### src/rtl/irq_agg_pkg.sv
package irq_agg_pkg;
  typedef enum logic {
    LOC_FLAG = 1'b0,
    LOC_ENA  = 1'b1
  } loc_e;
endpackage

### src/rtl/irq_flag_bank.sv
module irq_flag_bank #(
  parameter int NSRC = 7
) (
  input  logic            clk,
  input  logic            rst_n,
  input  logic [NSRC-1:0] src_evt,
  input  logic [NSRC-1:0] clr_mask,
  output logic [NSRC-1:0] flags
);
  // One sticky bit per source; a new event outranks a clear on the same edge.
  for (genvar g = 0; g < NSRC; g++) begin : g_bit
    logic q;
    always_ff @(posedge clk or negedge rst_n) begin
      if (!rst_n)          q <= 1'b0;
      else if (src_evt[g]) q <= 1'b1;
      else if (clr_mask[g]) q <= 1'b0;
    end
    assign flags[g] = q;
  end

  // every event bit appears in the flags after the edge
  a_r2_event_sets: assert property (@(posedge clk) disable iff (!rst_n)
    (src_evt != '0) |=> ((flags & $past(src_evt)) == $past(src_evt)));
  // cleared bits without an event drop
  a_r3_clear_drops: assert property (@(posedge clk) disable iff (!rst_n)
    ((clr_mask & ~src_evt) != '0) |=> ((flags & $past(clr_mask & ~src_evt)) == '0));
  // bits not cleared keep a set value
  a_r3_hold_set: assert property (@(posedge clk) disable iff (!rst_n)
    1'b1 |=> ((flags & $past(flags & ~clr_mask)) == $past(flags & ~clr_mask)));
endmodule

### src/rtl/irq_enable_reg.sv
module irq_enable_reg #(
  parameter int NSRC = 7,
  localparam int DW = NSRC + 1
) (
  input  logic            clk,
  input  logic            rst_n,
  input  logic            wr_stb,
  input  logic [DW-1:0]   wdata,
  output logic [NSRC-1:0] ena
);
  logic            set_mode;
  logic [NSRC-1:0] sel_bits;
  logic [NSRC-1:0] ena_d;

  assign set_mode = wdata[DW-1];
  assign sel_bits = wdata[NSRC-1:0];

  always_comb begin
    ena_d = ena;
    if (wr_stb) ena_d = set_mode ? (ena | sel_bits) : (ena & ~sel_bits);
  end

  always_ff @(posedge clk or negedge rst_n) begin
    if (!rst_n) ena <= '0;
    else        ena <= ena_d;
  end

  // set mode raises each selected bit
  a_r5_set_bits: assert property (@(posedge clk) disable iff (!rst_n)
    (wr_stb && wdata[DW-1]) |=> ((ena & $past(wdata[NSRC-1:0])) == $past(wdata[NSRC-1:0])));
  // clear mode drops each selected bit
  a_r6_clear_bits: assert property (@(posedge clk) disable iff (!rst_n)
    (wr_stb && !wdata[DW-1]) |=> ((ena & $past(wdata[NSRC-1:0])) == '0));
  // unselected bits never move
  a_r6_others_stable: assert property (@(posedge clk) disable iff (!rst_n)
    1'b1 |=> ((ena & ~$past(wr_stb ? wdata[NSRC-1:0] : '0)) == ($past(ena) & ~$past(wr_stb ? wdata[NSRC-1:0] : '0))));
endmodule

### src/rtl/irq_readout.sv
module irq_readout #(
  parameter int NSRC = 7,
  localparam int DW = NSRC + 1
) (
  input  logic            loc,
  input  logic [NSRC-1:0] flags,
  input  logic [NSRC-1:0] ena,
  output logic [DW-1:0]   rdata,
  output logic            pending
);
  import irq_agg_pkg::*;

  assign pending = |(flags & ena);

  always_comb begin
    if (loc_e'(loc) == LOC_ENA) rdata = {1'b1, ena};
    else                        rdata = {pending, flags};
  end
endmodule

### src/rtl/irq_aggregator.sv
module irq_aggregator #(
  parameter int NSRC = 7,
  localparam int DW = NSRC + 1
) (
  input  logic            clk,
  input  logic            rst_n,
  input  logic [NSRC-1:0] src_evt,
  input  logic            bus_sel,
  input  logic            bus_wr,
  input  logic            bus_addr,
  input  logic [DW-1:0]   bus_wdata,
  output logic [DW-1:0]   bus_rdata,
  output logic            irq_pull_low
);
  import irq_agg_pkg::*;

  logic            wr_any;
  logic            wr_flag;
  logic            wr_ena;
  logic [NSRC-1:0] clr_mask;
  logic [NSRC-1:0] flags;
  logic [NSRC-1:0] ena;
  logic            pending;

  assign wr_any   = bus_sel && bus_wr;
  assign wr_flag  = wr_any && (loc_e'(bus_addr) == LOC_FLAG);
  assign wr_ena   = wr_any && (loc_e'(bus_addr) == LOC_ENA);
  assign clr_mask = wr_flag ? bus_wdata[NSRC-1:0] : '0;

  irq_flag_bank #(.NSRC(NSRC)) u_flags (
    .clk(clk), .rst_n(rst_n), .src_evt(src_evt), .clr_mask(clr_mask), .flags(flags)
  );

  irq_enable_reg #(.NSRC(NSRC)) u_ena (
    .clk(clk), .rst_n(rst_n), .wr_stb(wr_ena), .wdata(bus_wdata), .ena(ena)
  );

  irq_readout #(.NSRC(NSRC)) u_rd (
    .loc(bus_addr), .flags(flags), .ena(ena), .rdata(bus_rdata), .pending(pending)
  );

  assign irq_pull_low = pending;

  // the flag summary bit agrees with the request line
  a_r8_summary_is_request: assert property (@(posedge clk) disable iff (!rst_n)
    (bus_addr == 1'b0) |-> (bus_rdata[DW-1] == irq_pull_low));
  // enable readback has its top bit high
  a_r9_ena_top_bit: assert property (@(posedge clk) disable iff (!rst_n)
    (bus_addr == 1'b1) |-> bus_rdata[DW-1]);
  // without select, flags only rise
  a_r11_nosel_no_clear: assert property (@(posedge clk) disable iff (!rst_n)
    !bus_sel |=> ((flags & $past(flags)) == $past(flags)));
  // no pending flag means the line is released
  a_r7_release: assert property (@(posedge clk) disable iff (!rst_n)
    (flags == '0) |-> !irq_pull_low);
endmodule

### config.mk
export PLATFORM = sky130hd
export DESIGN_NAME = irq_aggregator
export DESIGN_NICKNAME = d
export VERILOG_FILES = /design/src/rtl/irq_agg_pkg.sv /design/src/rtl/irq_flag_bank.sv /design/src/rtl/irq_enable_reg.sv /design/src/rtl/irq_readout.sv /design/src/rtl/irq_aggregator.sv
export SDC_FILE = /design/constraint.sdc
export NUM_CORES = 1
export LEC_CHECK = 0
export ABC_AREA = 1
export BUFFER_PORTS_ARGS = -buffer_cell sky130_fd_sc_hd__buf_2
export CAP_MARGIN = 10
export CORE_MARGIN = 3
export CORE_UTILIZATION = 51
export CTS_CLUSTER_SIZE = 20
export DETAILED_ROUTE_END_ITERATION = 16
export PLACE_DENSITY = 0.82
export SETUP_SLACK_MARGIN = 0.05
export SYNTH_ARGS = -nofsm -noshare
export SYNTH_HDL_FRONTEND = slang
export SYNTH_SLANG_ARGS = --single-unit
### constraint.sdc
create_clock -name clk -period 1.4 [get_ports clk]
set_input_delay 0.14 -clock clk [delete_from_list [all_inputs] [get_ports clk]]
set_output_delay 0.14 -clock clk [all_outputs]
set_load 0.02 [all_outputs]
---- Word level (Yosys, flattened, before mapping) ----
Cells that the tools add are included.
storage, ports and cells
  register bits after elaboration ......... 14
  bits in latches ......................... 0
  memory bits (writable) .................. 0
  ROM bits ................................ 0
  bits of input ports ..................... 20
  output and inout bits ................... 9
  logic and storage cells ................. 41
  memories kept ........................... 0
cells by class
  add/sub/neg operators ................... 0
  $mul .................................... 0
  div/mod/pow operators ................... 0
  magnitude comparators ................... 0
  eq/ne operators ......................... 0
  shift-type cells ........................ 0
  mux-type cells .......................... 17
  bitwise operators ....................... 5
  reductions and logical operators ........ 11
operator list
  kind                count
  bitwise AND 7 bit   2
  2-to-1 mux 1 bit    14
  2-to-1 mux 7 bit    2
  nonzero test 2 bit  7
  2-to-1 mux 8 bit    1
  inverter 7 bit      1
  bitwise OR 7 bit    1
  OR reduction 7 bit  1
  logical AND 1 bit   3
  inverter 1 bit      1

---- Depth between registers and ports, before layout ----
Gate-level depths: netlist of the first run.
  depth after elaboration ................. 5
  gate-level depth with buffers ........... 6
  mapped depth without buffers ............ 4

---- Hierarchy ----
A second synthesis of the first run with hierarchy kept.
second synthesis, totals
  cell total of the unflattened synthesis .. 134
  area, all modules ....................... 868.3 um2
modules (own cells, without submodules)
  module          times used  cells each  area each (um2)  seq. area each (um2)
  irq_flag_bank   1           42          332.8            175.2
  irq_enable_reg  1           36          300.3            175.2
  irq_readout     1           38          161.4            0.0
  irq_aggregator  1           18          73.8             0.0

---- Worst setup path after synthesis of the first run ----
No wires, ideal clock.
  path type ............................... reg2out
  start point ............................. register with a tool-made name
  end point ............................... output port bus_rdata[7]
  data arrival time ....................... 0.777 ns
  data required time ...................... 1.260 ns
  slack ................................... 0.483 ns
  cell stages (with the launch flop) ...... 5
  buffers on the path ..................... 0
  cell sequence ........................... dfrtp_1 > nand2_1 > nand2_1 > nor2_1 > nand3_1
RTL lines
  item       line                  RTL
  to (decl)  irq_aggregator.sv:12  output logic [DW-1:0] bus_rdata,

---- Worst setup path after layout of the first run ----
  start point ............................. register u_flags.g_bit[4].q
  end point ............................... output port bus_rdata[7]
between the ends
  longest elaborated chain between the ends .. 3
ends and longest elaborated chain
  item                    line                 RTL
  from (decl)             irq_flag_bank.sv:12  logic q;
  from (signal assigned)  irq_flag_bank.sv:14  if (!rst_n) q <= 1'b0;
  from (signal assigned)  irq_flag_bank.sv:15  else if (src_evt[g]) q <= 1'b1;
  from (signal assigned)  irq_flag_bank.sv:16  else if (clr_mask[g]) q <= 1'b0;
  bitwise AND 7 bit       irq_readout.sv:13    assign pending = |(flags & ena);
  OR reduction 7 bit      irq_readout.sv:13
  2-to-1 mux 8 bit        irq_readout.sv:16    if (loc_e'(loc) == LOC_ENA) rdata = {1'b1, ena};
Every way passes these cells.

==> flow_metrics.tcl, run 1 <==
set metrics [dict create \
    status "finished, final reports clean" \
    drtIter0Drc 27 \
    synth-seq-area-share_pct 43.8 \
    floorplan.rows 13 \
    hp-class "in2reg" \
    crit_path_start "u_flags.g_bit[4].q$_DFFE_PN0P_" \
    final_common_cell "nand2_1" \
    cpLargestDelayFamily "flip-flops" \
    worst_setup_path_start_kind "flip-flop" \
    grt_max_degree 16 \
    die_area_um2 2080 \
    syn_inst 113 \
    area_delta_synth_final_pct 24.8 \
    worst_slew_pin_slew_ps 334 \
    clock-sinks 14 \
    ir_drop_uv 627 \
    slew_viol_final 0 \
    n_fill_cell 114 \
    max_stage_delay_ps 400 \
    vias 819 \
    power_leakage_uw 0.000598 \
    drv_cap 0 \
    fin_hold_ws_ps 26.4 \
    grt_antenna_before_repair 0 \
    endpoint "bus_rdata[7]" \
    root_buffer "clkbuf_4" \
    clk_path_buf_depth 2 \
    initial_core_util_pct 57.9 \
    worstSetupPathType "reg2out" \
    synth_area_per_cell_um2 7.09 \
    dr.pass1.iters 4 \
    grt_pass1_vias 760 \
    pin_count 29 \
    cp.arrival_ps 1190 \
    drive_above_1_share_pct 26.9 \
    avgViaCountPerCell 5.12 \
    tns_ps 0 \
    core_area_um2 1380 \
    cts_buffers 3 \
    postLayoutCellArea_um2 1000 \
    period_needed_ps 1330 \
    die_h_um 45.6 \
    place.gp.congestion 0.778 \
    overflow 0 \
    portBuffers 28 \
    slew_headroom_pct 77.8 \
    skew_ps 0 \
    timing.critical_path.mode_cell "nand2_1" \
    drt-wirelength-per-cell_um 12.3 \
    remaining_drc_errors 0 \
    nets 166 \
    dp.cells 152 \
    yosysWarnings 0 \
    dp_hpwl_um 1390 \
    path_depth 5 \
    routed_wl_um 1970 \
    htreeDepth 1 \
    track_usage_pct 22.1 \
    crit_slowest_cell "dfrtp_1" \
    rr_worst_depth 3 \
    crit_fanout 3 \
    cp_num_buf_inv 1 \
    synth_area_um2 801 \
    synth_fp_nets 133 \
    die_x_um 45.6 \
    clk_pin_slew_ps 90 \
    placed_area_um2 922 \
    crit_path_end_kind "output pin" \
    cts_tree "yes" \
    grt_pass1_wl_um 3260 \
    max_freq_ghz 0.752 \
    crit_required_ps 1260 \
    r2r_slack_ps 600 \
    hold_viol_final 0 \
    mostFrequentLayoutCells "nand2_1 (53), buf_2 (27), inv_1 (15), dfrtp_1 (14), nand3_1 (8)" \
    n_antenna_cell 0 \
    setup_viol 0 \
    postRouteAntennaNets 0 \
    clock_latency_ps 290 \
    stdcell_count 160 \
    path_cells "nand2_1 > nand2_1 > nor2_1 > nand3_1 > buf_2" \
    ys_ff_latch 14 \
    period_share_pct 95.0 \
    power_density_nw_per_um2 1080 \
    rsz0062_at_grt "true" \
    ys_types 12 \
]
==> what timing repair did <==
| item | 4_1_cts | 5_1_grt |
|---|---|---|
| hold buffers | 1 | 0 |
| resized for setup | 1 | 2 |
| pin swaps | 0 | 0 |
| buffers inserted | 1 | 2 |
| endpoints found under the setup margin | 2 | 2 |
| hold endpoints to repair | 14 | 0 |
==> power by group <==
| part | switching [uW] | internal [uW] | total (uW) |
|---|---|---|---|
| Combinational | 178 | 115 | 293 |
| Clock | 142 | 158 | 301 |
| Sequential | 32.5 | 449 | 481 |
| Total | 352 | 723 | 1070 |
==> layout make-up <==
| class | count | area [um2] | share of cell area (%) |
|---|---|---|---|
| Timing Repair Buffer | 32 | 179 | 17.9 |
| Clock buffer | 4 | 36.3 | 3.63 |
| Sequential cell | 14 | 350 | 35.0 |
| Inverter | 17 | 70.1 | 7.01 |
| Multi-Input combinational cell | 78 | 345 | 34.5 |
| Tap cell | 15 | 18.8 | 1.88 |
==> layer usage <==
metal / track usage (%) / share of wire, % / wire (um) / up-vias
met5: 0 / 0 / 0 / -
li1: - / - / - / 415
met4: 10.5 / 1.7 / 33 / 0
met1: 28.4 / 40 / 790 / 364
met3: 2.37 / 8.3 / 163 / 5
met2: 36.5 / 50 / 979 / 35
==> synth_stat cells <==
library cell	instances	area share, %
inv_6	1	1.1
buf_6	2	2.8
nand3_4	1	2.2
inv_1	15	7.0
dfrtp_1	14	44
nand4_1	7	5.5
buf_4	2	1.9
nand3_1	8	5.0
clkinv_2	1	0.62
o21ai_0	7	4.4
nand2_1	53	25
nor2_1	2	0.94
==> logic make-up (layout without fill, tap and decap cells) <==
group	Yosys count	in the layout	synth area share, %
AOI/OAI and AO/OA	7	7	4.37
buffers and inverters	21	53	13.4
and+or+nand+nor	71	71	38.4
DFF	14	14	43.8
==> worst min path at each step <==
stage | startpoint | to | slack [ps] | depth (start not counted)
finish | src_evt[4] | u_flags.g_bit[4].q$_DFFE_PN0P_ | 30 | 3
global route | src_evt[6] | u_flags.g_bit[6].q$_DFFE_PN0P_ | 40 | 3
global placement | rst_n | u_flags.g_bit[2].q$_DFFE_PN0P_ | 50 | 1
floorplan | rst_n | asynchronous set/reset pin | -160 | 0
CTS | src_evt[4] | u_flags.g_bit[4].q$_DFFE_PN0P_ | 20 | 3
detailed placement | rst_n | u_flags.g_bit[3].q$_DFFE_PN0P_ | 50 | 1
==> per-stage QoR <==
step                power (uW)  setup slack [ps]  util, %
floorplan                  657               483        -
CTS                       1060              59.3     70.8
finish                    1070              69.4     72.3
detailed placement         751               369     66.7
global placement           739               383     66.7
global route              1130              14.5     72.3
==> worst register-to-register path: cells and delay by family, from the launching register on <==
kind	cells	cell delay (ps)
flip-flops	1	410
buffers and inverters	1	140
AND/OR/NAND/NOR	1	80
AO/OA/AOI/OAI	1	60
No activity file was read; power rests on OpenSTA's default activity.
==> inputs of run 2 (changes only) <==
--- a/config.mk
+++ b/config.mk
@@ -5,14 +5,14 @@
 export SDC_FILE = /design/constraint.sdc
 export NUM_CORES = 1
 export LEC_CHECK = 0
-export ABC_AREA = 1
 export BUFFER_PORTS_ARGS = -buffer_cell sky130_fd_sc_hd__buf_2
 export CAP_MARGIN = 10
 export CORE_MARGIN = 3
-export CORE_UTILIZATION = 51
+export CORE_UTILIZATION = 47
+export CTS_CLUSTER_DIAMETER = 60
 export CTS_CLUSTER_SIZE = 20
 export DETAILED_ROUTE_END_ITERATION = 16
-export PLACE_DENSITY = 0.82
+export PLACE_DENSITY = 0.77
 export SETUP_SLACK_MARGIN = 0.05
 export SYNTH_ARGS = -nofsm -noshare
 export SYNTH_HDL_FRONTEND = slang
==> constraint.sdc (replaced) <==
create_clock -name clk -period 1.32 [get_ports clk]
set_input_delay 0.132 -clock clk [delete_from_list [all_inputs] [get_ports clk]]
set_output_delay 0.132 -clock clk [all_outputs]
set_load 0.02 [all_outputs]
==> run 2 against run 1 <==
- the flow now finishes with violations (setup timing)
- via count fell by 19%
- register-to-register slack got worse by 160 ps
- first-iteration DRC count fell by 41%
- synthesized area fell by 4.5%
- total power rose by 0.49%
- sequential share of layout area rose by 1.0 points
- combinational power rose by 7.8%
- global-route usage fell by 2.7 points
- hold slack improved by 19 ps
- synthesized cell count fell by 42%
- flip-flop and latch count did not move
- die area rose by 3.1%
- critical endpoint is now irq_pull_low
- largest power group unchanged
==> flow_metrics.tcl, run 2 <==
set metrics [dict create \
    yosysTopAreaCell "dfrtp_1" \
    cts_tree "yes" \
    floorplan.rows 13 \
    slew_viol_final 0 \
    setup_ws_ps -277 \
    synth_area_um2 764 \
    stdcell_count 112 \
    status "finished with violations" \
    synth-seq-area-share_pct 45.8 \
    grt_max_degree 17 \
    clk_pin_slew_ps 80 \
    crit_path_end_kind "output pin" \
    power.share.clock_pct 22.1 \
    vias 661 \
    p_seq_share_pct 48.6 \
    clock-sinks 14 \
    netlist.area_leader.share_pct 45.8 \
    yosysWarnings 0 \
    intPower_uw 751 \
    final_common_cell "buf_2" \
    rr_worst_depth 2 \
    period_share_pct 121 \
    r2r_slack_ps 440 \
    placed_area_um2 892 \
    drt-wirelength-per-cell_um 15.6 \
    die_area_um2 2150 \
    initial_core_util_pct 54.0 \
    hold_viol_final 0 \
    avgViaCountPerCell 5.90 \
    cp.arrival_ps 1470 \
    postRouteAntennaNets 0 \
    swShare_pct 30.4 \
    synth_area_per_cell_um2 11.6 \
    remaining_drc_errors 0 \
    worst_slew_pin_slew_ps 424 \
    grt_antenna_before_repair 0 \
    area_delta_synth_final_pct 27.0 \
    grt_pass1_wl_um 2870 \
    ys_ff_latch 14 \
    crit_slowest_cell "a222oi_1" \
    track_usage_pct 19.4 \
    power_leakage_uw 0.000440 \
    power_density_nw_per_um2 1110 \
    core_area_um2 1420 \
    cpLargestDelayFamily "compound AO/OA/AOI/OAI gates" \
    drv_cap 0 \
    max_freq_ghz 0.626 \
    overflow 0 \
    rsz0062_at_grt "true" \
    postLayoutCellArea_um2 971 \
    cts_buffers 3 \
    cp_num_buf_inv 1 \
    final_util_pct 68.6 \
    nets 119 \
    hold_path_depth 2 \
    dr.pass1.iters 4 \
    synth_fp_nets 86 \
    holdPathEnd "u_flags.g_bit[0].q$_DFFE_PN0P_" \
    drive_above_1_share_pct 46.4 \
    crit_fanout 3 \
    die_h_um 46.3 \
    async_flop_share_pct 100 \
    clock_latency_ps 280 \
    setup_viol 3 \
    crit_required_ps 1190 \
    syn_inst 66 \
    ys_types 17 \
    period_needed_ps 1600 \
    mostFrequentLayoutCells "buf_2 (23), dfrtp_1 (14), inv_1 (7), nor2_1 (7), a31oi_1 (7)" \
    htreeDepth 1 \
    synth_common_cells "dfrtp_1 (14), a31oi_1 (7), inv_1 (7), mux2_2 (7), nor2_1 (7)" \
    p_switching_uw 329 \
    synth_flop_cell "dfrtp_1" \
    tns_ps -560 \
    hp-class "in2reg" \
    grt_pass1_vias 664 \
    routed_wl_um 1750 \
    portBuffers 28 \
    path_cells "a222oi_1 > nand3_1 > buf_4" \
    synth_edf_count 0 \
    n_fill_cell 122 \
    hp-start "bus_wdata[0]" \
    pin_count 29 \
    drtIter0Drc 16 \
    max_stage_delay_ps 460 \
    yosys-top-cells-area "dfrtp_1 (46%), mux2_2 (10%), mux2_1 (7.4%)" \
    dp.cells 105 \
    p_comb_share_pct 29.3 \
    worst_setup_path_start_kind "flip-flop" \
    worstSetupPathType "reg2out" \
    place.gp.congestion 0.681 \
    n_antenna_cell 0 \
    clk_path_buf_depth 2 \
    yosysMostFrequentCell "dfrtp_1" \
    violations "setup timing" \
    ir_drop_uv 609 \
    ff_latch_area_um2 350 \
    multi_input_area_um2 360 \
    slew_headroom_pct 71.7 \
    root_buffer "clkbuf_4" \
    dp_hpwl_um 1240 \
    skew_ps 0 \
    die_x_um 46.3 \
]
## run 2: cell count changes after synthesis, moves of 5 or more
| cell | previous run | this run |
|---|---|---|
| a31oi_1 | 0 | 7 |
| inv_1 | 15 | 7 |
| mux2_1 | 0 | 5 |
| mux2_2 | 0 | 7 |
| nand2_1 | 53 | 0 |
| nand3_1 | 8 | 1 |
| nor2_1 | 2 | 7 |
| o21ai_0 | 7 | 0 |
## run 2: cell type report
type,instances,area share (%)
Clock buffer,3,2.32
Inverter,7,2.71
Multi-Input combinational cell,41,37.1
Sequential cell,14,36.1
Tap cell,15,1.93
Timing Repair Buffer,32,19.8
## run 2: kinds of logic (layout without fill, tap and decap cells)
kind of cell | count (synthesis) | count (layout) | share of synthesized area [%]
compound gates | 10 | 10 | 9.00
mux | 14 | 14 | 21.6
simple gates | 17 | 17 | 16.0
buf+inv | 11 | 42 | 7.53
flops | 14 | 14 | 45.8
## run 2: how the worst max path moves through the flow
stage | to | cells past startpoint
after floorplan | bus_rdata[7] | 2
after global placement | bus_rdata[7] | 3
after detailed placement | bus_rdata[7] | 3
after CTS | irq_pull_low | 3
after global routing | irq_pull_low | 3
final | irq_pull_low | 3
## run 2: stage by stage
step	setup slack, ps	hold WS, ps	total power [uW]
floorplan	173	-164	713
global placement	77.8	39.8	803
detailed placement	62.4	42.6	812
CTS	-242	37.0	1050
global route	-323	52.1	1140
finish	-277	45.4	1080
## run 2: metal layers
metal | global-route usage [%] | part of all wire [%] | wire length (um)
met1 | 24.1 | 39 | 685
met2 | 30.8 | 53 | 931
met3 | 3.52 | 5.0 | 88
met4 | 11.9 | 2.3 | 40
met5 | 0 | 0 | 0
## run 2: timing repair
item,4_1_cts,5_1_grt
setup endpoints to repair,2,6
pin swaps,2,3
hold buffers,1,0
resized for setup,2,6
gates cloned,0,0
hold endpoints to repair,14,0
buffers inserted,1,2
## run 2: power by group through the flow
stage	registers [uW]	logic (uW)	clock network, uW
3_3_place_gp	530	273	0
4_1_cts	525	286	242
3_5_place_dp	533	279	0
2_1_floorplan	520	193	0
5_1_grt	533	343	261
6_report	525	316	239
==> inputs of run 3 (changes only) <==
--- a/config.mk
+++ b/config.mk
@@ -8,11 +8,10 @@
 export BUFFER_PORTS_ARGS = -buffer_cell sky130_fd_sc_hd__buf_2
 export CAP_MARGIN = 10
 export CORE_MARGIN = 3
-export CORE_UTILIZATION = 47
+export CORE_UTILIZATION = 30
 export CTS_CLUSTER_DIAMETER = 60
 export CTS_CLUSTER_SIZE = 20
 export DETAILED_ROUTE_END_ITERATION = 16
-export PLACE_DENSITY = 0.77
 export SETUP_SLACK_MARGIN = 0.05
 export SYNTH_ARGS = -nofsm -noshare
 export SYNTH_HDL_FRONTEND = slang
==> run 3 against run 2 <==
- the run still ends with setup timing left
- combinational power rose by 7.9%
- sequential share of layout area decreased by 2.0 points
- final area is 5.8% higher
- clock power increased by 30%
- sequential power about the same
- critical path type unchanged
- critical endpoint is now bus_rdata[7]
==> flow_metrics.tcl, run 3 (synthesis gave the netlist of run 2 again) <==
set metrics [dict create \
    die_area_um2 3190 \
    power_density_nw_per_um2 1150 \
    r2r_slack_ps 500 \
    drtIter0Drc 9 \
    n_fill_cell 222 \
    core_area_um2 2320 \
    holdPathEnd "u_flags.g_bit[3].q$_DFFE_PN0P_" \
    floorplan.rows 17 \
    place.gp.congestion 0.744 \
    path_cells "a222oi_1 > nand4b_1 > buf_2" \
    placed_area_um2 908 \
    postLayoutCellArea_um2 1030 \
    track_usage_pct 12.7 \
    crit_path_end_kind "output pin" \
    skew_ps 0 \
    cp.arrival_ps 1450 \
    pre_cts_ws_ps 50.1 \
    power_leakage_uw 0.000463 \
    clk_pin_slew_ps 90 \
    grt_pass1_wl_um 3130 \
    slew_headroom_pct 73.7 \
    cts_tree "yes" \
    root_buffer "clkbuf_4" \
    cts_buffers 3 \
    remaining_drc_errors 0 \
    power_uw 1180 \
    setup_ws_ps -262 \
    grt_max_degree 17 \
    final_util_pct 44.3 \
    worst_setup_path_start_kind "flip-flop" \
    rr_worst_depth 1 \
    n_antenna_cell 0 \
    rsz0062_at_grt "true" \
    area_delta_synth_final_pct 34.4 \
    final_common_cell "buf_2" \
    clk_path_buf_depth 2 \
    slew_viol_final 0 \
    htreeDepth 1 \
    die_h_um 56.5 \
    nets 118 \
    status "finished with violations" \
    hp-class "in2reg" \
    ir_drop_uv 500 \
    hold_path_depth 2 \
    postRouteAntennaNets 0 \
    worst_slew_pin_slew_ps 395 \
    setup_viol 2 \
    hold_viol_final 0 \
    drt-wirelength-per-cell_um 14.8 \
    fin_hold_ws_ps 33.2 \
    grt_pass1_vias 652 \
    violations "setup timing" \
    crit_required_ps 1190 \
    period_needed_ps 1580 \
    clock_latency_ps 280 \
    max_stage_delay_ps 420 \
    dr.pass1.iters 5 \
    portBuffers 28 \
    avgViaCountPerCell 5.13 \
    mostFrequentLayoutCells "buf_2 (20), dfrtp_1 (14)" \
    drv_cap 0 \
    drive_above_1_share_pct 46.4 \
    vias 641 \
    worstSetupPathType "reg2out" \
    period_share_pct 120 \
    crit_slowest_cell "a222oi_1" \
    hp-start "bus_wdata[3]" \
    overflow 0 \
    die_x_um 56.5 \
    routed_wl_um 1850 \
    dp_hpwl_um 1300 \
    initial_core_util_pct 33.0 \
    crit_fanout 3 \
    clock-sinks 14 \
    pin_count 29 \
    max_freq_ghz 0.632 \
    grt_antenna_before_repair 0 \
]
run 3: worst max-delay path by stage:
stage | start | endpoint | slack [ps] | depth (start not counted)
finish | u_flags.g_bit[3].q$_DFFE_PN0P_ | bus_rdata[7] | -260 | 3
global route | u_flags.g_bit[3].q$_DFFE_PN0P_ | bus_rdata[7] | -340 | 3
CTS | u_flags.g_bit[3].q$_DFFE_PN0P_ | bus_rdata[7] | -280 | 3
detailed placement | flip-flop | bus_rdata[7] | 50 | 3
global placement | flip-flop | bus_rdata[7] | 120 | 3
floorplan | flip-flop | bus_rdata[7] | 170 | 2
run 3: per-stage QoR:
| step | TNS, ps | instances |
|---|---|---|
| after floorplan | 0 | 66 |
| after global placement | 0 | 118 |
| after detailed placement | 0 | 118 |
| after CTS | -508 | 123 |
| after global routing | -628 | 125 |
| final | -475 | 125 |
run 3: cell type report:
cell class	instances	area, um2	share of cell area (%)
Multi-Input combinational cell	41	368	35.8
Inverter	7	26.3	2.56
Tap cell	28	35.0	3.41
Sequential cell	14	350	34.1
Timing Repair Buffer	31	211	20.6
Clock buffer	4	36.3	3.53
run 3: repair_timing:
| item | 4_1_cts | 5_1_grt |
|---|---|---|
| pin swaps | 2 | 0 |
| endpoints found under the hold margin | 14 | 0 |
| hold buffers | 1 | 0 |
| endpoints found under the setup margin | 2 | 9 |
| resized for setup | 1 | 17 |
| buffers inserted | 0 | 2 |
run 3: worst max-delay path: cells and delay by family (launching register included):
kind                   cells  cell delay (ps)
AOI/OAI and AO/OA          1              420
buffers and inverters      1              190
DFF                        1              400
and+or+nand+nor            1              160
run 3: power by group:
part / internal (uW) / switching (uW)
Sequential: 484 / 44.4
Clock: 168 / 143
Combinational: 183 / 158
Total: 835 / 345
run 3: routing by layer:
metal	global-route usage (%)	share of wire, %	vias to the layer above
met4	6.10	0.65	0
met1	16.9	44	316
met2	19.6	50	18
met5	0	0	-
met3	2.30	4.9	2
li1	-	-	305
